## config.mk

```make
export PLATFORM = sky130hd
export DESIGN_NAME = event_frame_asm
export DESIGN_NICKNAME = d
export VERILOG_FILES = /design/src/rtl/efa_pkg.sv /design/src/rtl/efa_ctrl.sv /design/src/rtl/efa_datapath.sv /design/src/rtl/event_frame_asm.sv
export SDC_FILE = /design/constraint.sdc
export NUM_CORES = 1
export LEC_CHECK = 0
export BUFFER_PORTS_ARGS = -buffer_cell sky130_fd_sc_hd__buf_2
export CAP_MARGIN = 20
export CORE_MARGIN = 2
export CORE_UTILIZATION = 62
export DETAILED_ROUTE_END_ITERATION = 12
export GPL_TIMING_DRIVEN = 0
export PLACE_DENSITY = 0.86
export SYNTH_ARGS = -nofsm -noshare
export SYNTH_HDL_FRONTEND = slang
export SYNTH_SLANG_ARGS = --single-unit
```

## constraint.sdc

```tcl
create_clock -name clk -period 5.1 [get_ports clk]
set_clock_uncertainty 0.05 [all_clocks]
set_input_delay 1.02 -clock clk [delete_from_list [all_inputs] [get_ports clk]]
set_output_delay 1.02 -clock clk [all_outputs]
set_load 0.01 [all_outputs]
```

## src/rtl/efa_pkg.sv

```systemverilog
package efa_pkg;

  localparam int WORD_W     = 32;
  localparam int VAL_W      = 28;
  localparam int ADC_W      = 10;
  localparam int IDX_FLD_W  = 10;

  localparam logic [1:0] FLAG_HDR  = 2'b00;
  localparam logic [1:0] FLAG_HIT  = 2'b01;
  localparam logic [1:0] FLAG_ADCA = 2'b10;
  localparam logic [1:0] FLAG_ADCB = 2'b11;

  localparam logic [WORD_W-1:0] CLOSE_WORD = '1;

  typedef enum logic [2:0] {
    ST_IDLE = 3'd0,
    ST_HDR  = 3'd1,
    ST_ADC  = 3'd2,
    ST_HIT  = 3'd3,
    ST_FOOT = 3'd4
  } frame_state_e;

  typedef struct packed {
    logic       latch;
    logic       emitHdr;
    logic [1:0] hdrSel;
    logic       emitAdcA;
    logic       emitAdcB;
    logic       captureAdc;
    logic       emitHit;
    logic       emitFoot;
    logic       incEvent;
  } frame_strobe_t;

endpackage

```

## src/rtl/efa_ctrl.sv

```systemverilog
module efa_ctrl
  import efa_pkg::*;
#(
  parameter int SAMPLES = 1024,
  parameter int CNT_W   = 12,
  parameter int IDX_W   = 10
) (
  input  logic               clk,
  input  logic               rstN,
  input  logic               trigger,
  input  logic [CNT_W-1:0]   hitCountIn,
  input  logic               adcValid,
  input  logic               hitValid,
  output logic               adcReady,
  output logic               hitReady,
  output logic [IDX_W-1:0]   sampleIdx,
  output frame_strobe_t      str
);

  localparam logic [IDX_W-1:0] LAST_IDX = IDX_W'(SAMPLES - 1);

  frame_state_e     state, stateNext;
  logic [1:0]       hdrIdx, hdrNext;
  logic             phase, phaseNext;
  logic [IDX_W-1:0] idxNext;
  logic [CNT_W-1:0] hitRemain, remainNext;

  always_comb begin
    str        = '0;
    adcReady   = 1'b0;
    hitReady   = 1'b0;
    stateNext  = state;
    hdrNext    = hdrIdx;
    phaseNext  = phase;
    idxNext    = sampleIdx;
    remainNext = hitRemain;
    unique case (state)
      ST_IDLE: begin
        if (trigger) begin
          str.latch  = 1'b1;
          stateNext  = ST_HDR;
          hdrNext    = 2'd0;
          remainNext = hitCountIn;
        end
      end
      ST_HDR: begin
        str.emitHdr = 1'b1;
        str.hdrSel  = hdrIdx;
        hdrNext     = hdrIdx + 2'd1;
        if (hdrIdx == 2'd3) begin
          stateNext = ST_ADC;
          phaseNext = 1'b0;
          idxNext   = '0;
        end
      end
      ST_ADC: begin
        if (!phase) begin
          adcReady = 1'b1;
          if (adcValid) begin
            str.emitAdcA   = 1'b1;
            str.captureAdc = 1'b1;
            phaseNext      = 1'b1;
          end
        end else begin
          str.emitAdcB = 1'b1;
          phaseNext    = 1'b0;
          if (sampleIdx == LAST_IDX) begin
            idxNext   = '0;
            stateNext = (hitRemain == '0) ? ST_FOOT : ST_HIT;
          end else begin
            idxNext = sampleIdx + IDX_W'(1);
          end
        end
      end
      ST_HIT: begin
        hitReady = 1'b1;
        if (hitValid) begin
          str.emitHit = 1'b1;
          remainNext  = hitRemain - CNT_W'(1);
          if (hitRemain == CNT_W'(1)) stateNext = ST_FOOT;
        end
      end
      ST_FOOT: begin
        str.emitFoot = 1'b1;
        str.incEvent = 1'b1;
        stateNext    = ST_IDLE;
      end
      default: stateNext = ST_IDLE;
    endcase
  end

  always_ff @(posedge clk) begin
    if (!rstN) begin
      state     <= ST_IDLE;
      hdrIdx    <= 2'd0;
      phase     <= 1'b0;
      sampleIdx <= '0;
      hitRemain <= '0;
    end else begin
      state     <= stateNext;
      hdrIdx    <= hdrNext;
      phase     <= phaseNext;
      sampleIdx <= idxNext;
      hitRemain <= remainNext;
    end
  end

  // the second word of an index always follows the first in the next cycle
  p_adc_pair_r5: assert property (@(posedge clk) disable iff (!rstN)
    str.emitAdcA |=> str.emitAdcB);

  // at most one word source is selected per cycle
  p_single_emit_r8: assert property (@(posedge clk) disable iff (!rstN)
    $onehot0({str.emitHdr, str.emitAdcA, str.emitAdcB, str.emitHit, str.emitFoot}));

  // the hit phase is entered only with hit words still owed
  p_hit_budget_r7: assert property (@(posedge clk) disable iff (!rstN)
    (state == ST_HIT) |-> (hitRemain != '0));

  // a trigger during a record never re-arms the capture
  p_busy_ignore_r9: assert property (@(posedge clk) disable iff (!rstN)
    (str.emitAdcA || str.emitAdcB || str.emitHit) |-> !str.latch);

endmodule

```

## src/rtl/efa_datapath.sv

```systemverilog
module efa_datapath
  import efa_pkg::*;
#(
  parameter int CNT_W = 12,
  parameter int IDX_W = 10
) (
  input  logic               clk,
  input  logic               rstN,
  input  logic               countReset,
  input  logic               clockReset,
  input  frame_strobe_t      str,
  input  logic [IDX_W-1:0]   sampleIdx,
  input  logic [VAL_W-1:0]   depthIn,
  input  logic [CNT_W-1:0]   hitCountIn,
  input  logic [ADC_W-1:0]   adcCh0,
  input  logic [ADC_W-1:0]   adcCh1,
  input  logic [ADC_W-1:0]   adcCh2,
  input  logic [ADC_W-1:0]   adcCh3,
  input  logic [2:0]         hitChip,
  input  logic [15:0]        hitStrips,
  input  logic [9:0]         hitClock,
  output logic               outValid,
  output logic [WORD_W-1:0]  outData
);

  logic [VAL_W-1:0] eventNo, absTime;
  logic [VAL_W-1:0] evtHold, timeHold, depthHold, cntHold;
  logic [ADC_W-1:0] holdCh [2];
  logic [VAL_W-1:0] hdrValue;
  logic [IDX_FLD_W-1:0] idxField;
  logic [WORD_W-1:0] nextWord;
  logic              anyEmit;

  always_ff @(posedge clk) begin
    if (!rstN) begin
      absTime <= '0;
    end else if (clockReset) begin
      absTime <= '0;
    end else begin
      absTime <= absTime + VAL_W'(1);
    end
  end

  always_ff @(posedge clk) begin
    if (!rstN) begin
      eventNo <= '0;
    end else if (countReset) begin
      eventNo <= '0;
    end else if (str.incEvent) begin
      eventNo <= eventNo + VAL_W'(1);
    end
  end

  always_ff @(posedge clk) begin
    if (!rstN) begin
      evtHold   <= '0;
      timeHold  <= '0;
      depthHold <= '0;
      cntHold   <= '0;
    end else if (str.latch) begin
      evtHold   <= eventNo;
      timeHold  <= absTime;
      depthHold <= depthIn;
      cntHold   <= VAL_W'(hitCountIn);
    end
  end

  for (genvar g = 0; g < 2; g++) begin : g_hold
    logic [ADC_W-1:0] chIn;
    assign chIn = (g == 0) ? adcCh2 : adcCh3;
    always_ff @(posedge clk) begin
      if (!rstN) holdCh[g] <= '0;
      else if (str.captureAdc) holdCh[g] <= chIn;
    end
  end

  always_comb begin
    unique case (str.hdrSel)
      2'd0:    hdrValue = evtHold;
      2'd1:    hdrValue = depthHold;
      2'd2:    hdrValue = cntHold;
      default: hdrValue = timeHold;
    endcase
  end

  assign idxField = IDX_FLD_W'(sampleIdx);
  assign anyEmit  = str.emitHdr | str.emitAdcA | str.emitAdcB | str.emitHit | str.emitFoot;

  always_comb begin
    if (str.emitHdr)       nextWord = {FLAG_HDR, str.hdrSel, hdrValue};
    else if (str.emitAdcA) nextWord = {FLAG_ADCA, adcCh0, adcCh1, idxField};
    else if (str.emitAdcB) nextWord = {FLAG_ADCB, holdCh[0], holdCh[1], idxField};
    else if (str.emitHit)  nextWord = {FLAG_HIT, 1'b0, hitChip, hitStrips, hitClock};
    else                   nextWord = CLOSE_WORD;
  end

  always_ff @(posedge clk) begin
    if (!rstN) begin
      outValid <= 1'b0;
      outData  <= '0;
    end else begin
      outValid <= anyEmit;
      outData  <= nextWord;
    end
  end

  // a count clear leaves the event counter at zero
  p_evt_clear_r10: assert property (@(posedge clk) disable iff (!rstN)
    countReset |=> (eventNo == '0));

  // a clock clear leaves the time counter at zero
  p_time_clear_r4: assert property (@(posedge clk) disable iff (!rstN)
    clockReset |=> (absTime == '0));

  // without a clear the time counter advances by one per cycle
  p_time_step_r4: assert property (@(posedge clk) disable iff (!rstN)
    !clockReset |=> (absTime == $past(absTime) + VAL_W'(1)));

  // the closing strobe produces the all-ones word
  p_footer_r8: assert property (@(posedge clk) disable iff (!rstN)
    str.emitFoot |=> (outValid && outData == CLOSE_WORD));

endmodule

```

## src/rtl/event_frame_asm.sv

```systemverilog
module event_frame_asm
  import efa_pkg::*;
#(
  parameter int SAMPLES = 1024,
  parameter int CNT_W   = 12,
  localparam int IDX_W  = (SAMPLES > 1) ? $clog2(SAMPLES) : 1
) (
  input  logic              clk,
  input  logic              rstN,
  input  logic              trigger,
  input  logic              countReset,
  input  logic              clockReset,
  input  logic [27:0]       depthIn,
  input  logic [CNT_W-1:0]  hitCountIn,
  input  logic              adcValid,
  output logic              adcReady,
  input  logic [9:0]        adcCh0,
  input  logic [9:0]        adcCh1,
  input  logic [9:0]        adcCh2,
  input  logic [9:0]        adcCh3,
  input  logic              hitValid,
  output logic              hitReady,
  input  logic [2:0]        hitChip,
  input  logic [15:0]       hitStrips,
  input  logic [9:0]        hitClock,
  output logic              outValid,
  output logic [31:0]       outData
);

  frame_strobe_t    str;
  logic [IDX_W-1:0] sampleIdx;

  efa_ctrl #(
    .SAMPLES (SAMPLES),
    .CNT_W   (CNT_W),
    .IDX_W   (IDX_W)
  ) i_ctrl (
    .clk        (clk),
    .rstN       (rstN),
    .trigger    (trigger),
    .hitCountIn (hitCountIn),
    .adcValid   (adcValid),
    .hitValid   (hitValid),
    .adcReady   (adcReady),
    .hitReady   (hitReady),
    .sampleIdx  (sampleIdx),
    .str        (str)
  );

  efa_datapath #(
    .CNT_W (CNT_W),
    .IDX_W (IDX_W)
  ) i_datapath (
    .clk        (clk),
    .rstN       (rstN),
    .countReset (countReset),
    .clockReset (clockReset),
    .str        (str),
    .sampleIdx  (sampleIdx),
    .depthIn    (depthIn),
    .hitCountIn (hitCountIn),
    .adcCh0     (adcCh0),
    .adcCh1     (adcCh1),
    .adcCh2     (adcCh2),
    .adcCh3     (adcCh3),
    .hitChip    (hitChip),
    .hitStrips  (hitStrips),
    .hitClock   (hitClock),
    .outValid   (outValid),
    .outData    (outData)
  );

  // every header word after the first directly follows its predecessor
  p_hdr_order_r1: assert property (@(posedge clk) disable iff (!rstN)
    (outValid && outData[31:30] == FLAG_HDR && outData[29:28] != 2'd0) |->
      ($past(outValid) && $past(outData[31:30]) == FLAG_HDR &&
       $past(outData[29:28]) == outData[29:28] - 2'd1));

  // no handshake or output while reset is held
  p_reset_quiet_r11: assert property (@(posedge clk)
    $past(!rstN) |-> (!outValid && !adcReady && !hitReady));

endmodule

```

==> out/qor.txt <==
CP Data Required Time: 4030 ps
Die W: 133 um
clk buf depth: 3
Tmin final: 3200 ps
gpl congestion: 0.952
yosys warns: 0
Worst-Margin Slew: 1050 ps
Worst Setup End Kind: output port
Critical path origin: i_ctrl.state[1]
Cells after Synth: 1,247
crit-path max FO: 10
Slew HR: 0.297
worst hold margin: 405 ps
final wirelength: 28,900 um
Iter 0 DRT Violations: 842
vias per cell: 5.87
post-route setup TNS: 0 ps
simple-gate portion of the synthesized area: 0.247
mux cell area share after synthesis: 0.0335
Initial Utilization: 0.629
Leakage: 0.00461 uW
post-CTS setup buffer count: 0
VDD IR max: 0.000350 V
Setup crit start kind: register
Final setup violation count: 0
fmax: 312 MHz
layout cells sized above 1: 0.151
worst reg-to-reg setup slack: 2090 ps
DRC viols: 0
Layout fillers: 1,181
htree depth: 1
root buf cell: clkbuf_16
CP dominant cell by count: buf_2
worst reg2reg path depth: 5
Fin. Hold Viols: 0
Post-synth top flop: dfxtp_1
worst hold path type: reg -> reg
synthesized area per cell: 8.31 sq um
crit path to: hitReady
global-route wire length before repair: 46,000 um
Routed Antenna Nets: 0
placed wire-length estimate: 21,000 um
max-slew violations: 0
Synth Register Bits: 233
most common cell after layout, fill and taps aside: nand2_1
RSZ-0062 raised after global routing: false
fraction of synthesized cell area in xor and xnor cells: 0.0448
PortBufs: 150
most frequent cells in the layout: nand2_1, dfxtp_1, buf_2, nor2_1, a21oi_1
fraction of the mapped netlist area in adder cells: 0.00725
CP max-delay cell: dfxtp_1
fin nets: 1,545
Overflow after GRT: 0
Post-Synthesis Cell Area: 0.0104 sq mm
reg2reg end: i_datapath.holdCh[1][9]
core area: 0.0165 sq mm
die height: 133 um
critical path class: reg -> out
syn_nets: 1,369
vias in the first global route: 9,327
max cap viols: 0
# clock sinks: 233
PwrDens: 442 mW/mm^2
Top Ports: 151
Antenna diodes: 0
Compound-Gate Fraction of Synth Area: 0.161
std cell rows: 47
first-pass iteration count of the detailed router: 5
largest family of logic cells by synthesized area: simple AND/OR/NAND/NOR gates
Seq/Total Area, Yosys: 0.470
crit share post-route: 0.628
hold_sp: i_datapath.evtHold[20]
worst skew pair latency: 520 ps
Distinct cells, synth: 55
via count: 9,755
Die ar.: 0.0178 sq mm
FFs w/ async S/R, synth: 0
drt wl/cell: 17.4 um
area delta synth->final: 18.3%
RR Startpoint: i_ctrl.state[2]
# resized after CTS: 0
largest net degree at the start of global routing: 21
CTS tree: yes
CTS Hold Bufs: 0
Reg clk slew, reported paths: 70 ps
crit-path max cell delay: 500 ps
CTS buffer count: 24
gr usage total: 0.320
worst path arrival time: 2130 ps
initial antenna violation count: 0
cell breakdown of the critical path: buf_2, nand3b_1, inv_1, clkbuf_1, buf_2
status: completed
Post-synth EDFFs: 20
==> cell families (layout without fill, tap and decap cells) <==
kind of cell,after synthesis,count (layout)
and+or+nand+nor,563,563
muxes,32,32
DFF,233,233
buffers and inverters,99,293
adders and majority gates,6,6
AOI/OAI and AO/OA,261,261
xor gates and xnor gates,53,53
==> state kept, by name (all words and copies together), names as in the netlist, 20 cells and up <==
register and count:
i_datapath.absTime 28, i_datapath.depthHold 28, i_datapath.eventNo 28, i_datapath.evtHold 28, i_datapath.holdCh 20, i_datapath.outData 32, i_datapath.timeHold 28
==> per-layer routing <==
metal	vias to the layer above	GRT usage	share of wire
li1	4654	-	-
met5	-	0	0
met1	4517	0.407	0.40
met2	483	0.540	0.47
met4	0	0.150	0.045
met3	101	0.0487	0.077
==> layout make-up <==
class	instances	area, sq um	share of cell area
Buffer	90	354	0.0289
Clock buffer	28	657	0.0536
Clock inverter	16	209	0.0171
Inverter	9	33.8	0.00276
Multi-Input combinational cell	915	5110	0.417
Sequential cell	233	4860	0.397
Tap cell	220	275	0.0225
Timing Repair Buffer	150	751	0.0613
==> cell usage after synthesis (3+ instances only) <==
| cell type | n | area [sq um] |
|---|---|---|
| a21boi_0 | 66 | 495 |
| a21oi_1 | 81 | 405 |
| a31oi_1 | 5 | 31.3 |
| and2_1 | 11 | 68.8 |
| and3_1 | 29 | 181 |
| and4_1 | 7 | 61.3 |
| buf_1 | 7 | 26.3 |
| buf_2 | 13 | 65.1 |
| clkbuf_1 | 70 | 263 |
| dfxtp_1 | 213 | 4260 |
| edfxtp_1 | 20 | 601 |
| ha_1 | 6 | 75.1 |
| inv_1 | 9 | 33.8 |
| mux2i_1 | 29 | 290 |
| nand2_1 | 249 | 935 |
| nand2b_1 | 3 | 18.8 |
| nand3_1 | 33 | 165 |
| nand3b_1 | 4 | 30.0 |
| nand4_1 | 15 | 93.8 |
| nor2_1 | 144 | 541 |
| nor2b_1 | 4 | 25.0 |
| nor3_1 | 26 | 130 |
| nor3b_1 | 4 | 30.0 |
| nor4_1 | 12 | 75.1 |
| o21a_1 | 14 | 105 |
| o21ai_0 | 43 | 215 |
| o221ai_1 | 17 | 149 |
| o22ai_1 | 15 | 93.8 |
| or3_1 | 9 | 56.3 |
| or3b_2 | 3 | 26.3 |
| xnor2_1 | 21 | 184 |
| xor2_1 | 32 | 280 |
==> power breakdown <==
| part | switching (uW) | total [uW] | internal, uW |
|---|---|---|---|
| Combinational | 874 | 1340 | 465 |
| Sequential | 113 | 2160 | 2050 |
| Clock | 738 | 1910 | 1170 |
| Total | 1720 | 5410 | 3690 |
==> through the flow <==
step / worst slack (ps) / utilization / cells / total power [uW] / cell area, sq um
after detailed placement: 1850 / 0.691 / 1617 / 3490 / 11400
after global routing: 1840 / 0.744 / 1661 / 5610 / 12300
final: 1900 / 0.744 / 1661 / 5410 / 12300
after global placement: 1930 / 0.691 / 1617 / 3460 / 11400
after floorplan: 2690 / - / 1247 / 3040 / 10400
after CTS: 1970 / 0.744 / 1661 / 5380 / 12300
==> worst max-delay path: cells and delay by family (launching register included) <==
family,cells,cell delay (ps)
buf+inv,4,1000
flops,1,500
simple gates,1,130
==> worst min-delay path by stage <==
stage                             endpoint  slack [ps]  cells past startpoint
floorplan           i_datapath.cntHold[10]         380                      2
global placement     i_datapath.evtHold[3]         390                      2
detailed placement  i_datapath.evtHold[24]         400                      2
CTS                 i_datapath.evtHold[24]         400                      2
global route         i_datapath.evtHold[4]         420                      2
finish              i_datapath.evtHold[20]         400                      2
No activity file was read; power rests on OpenSTA's default activity.
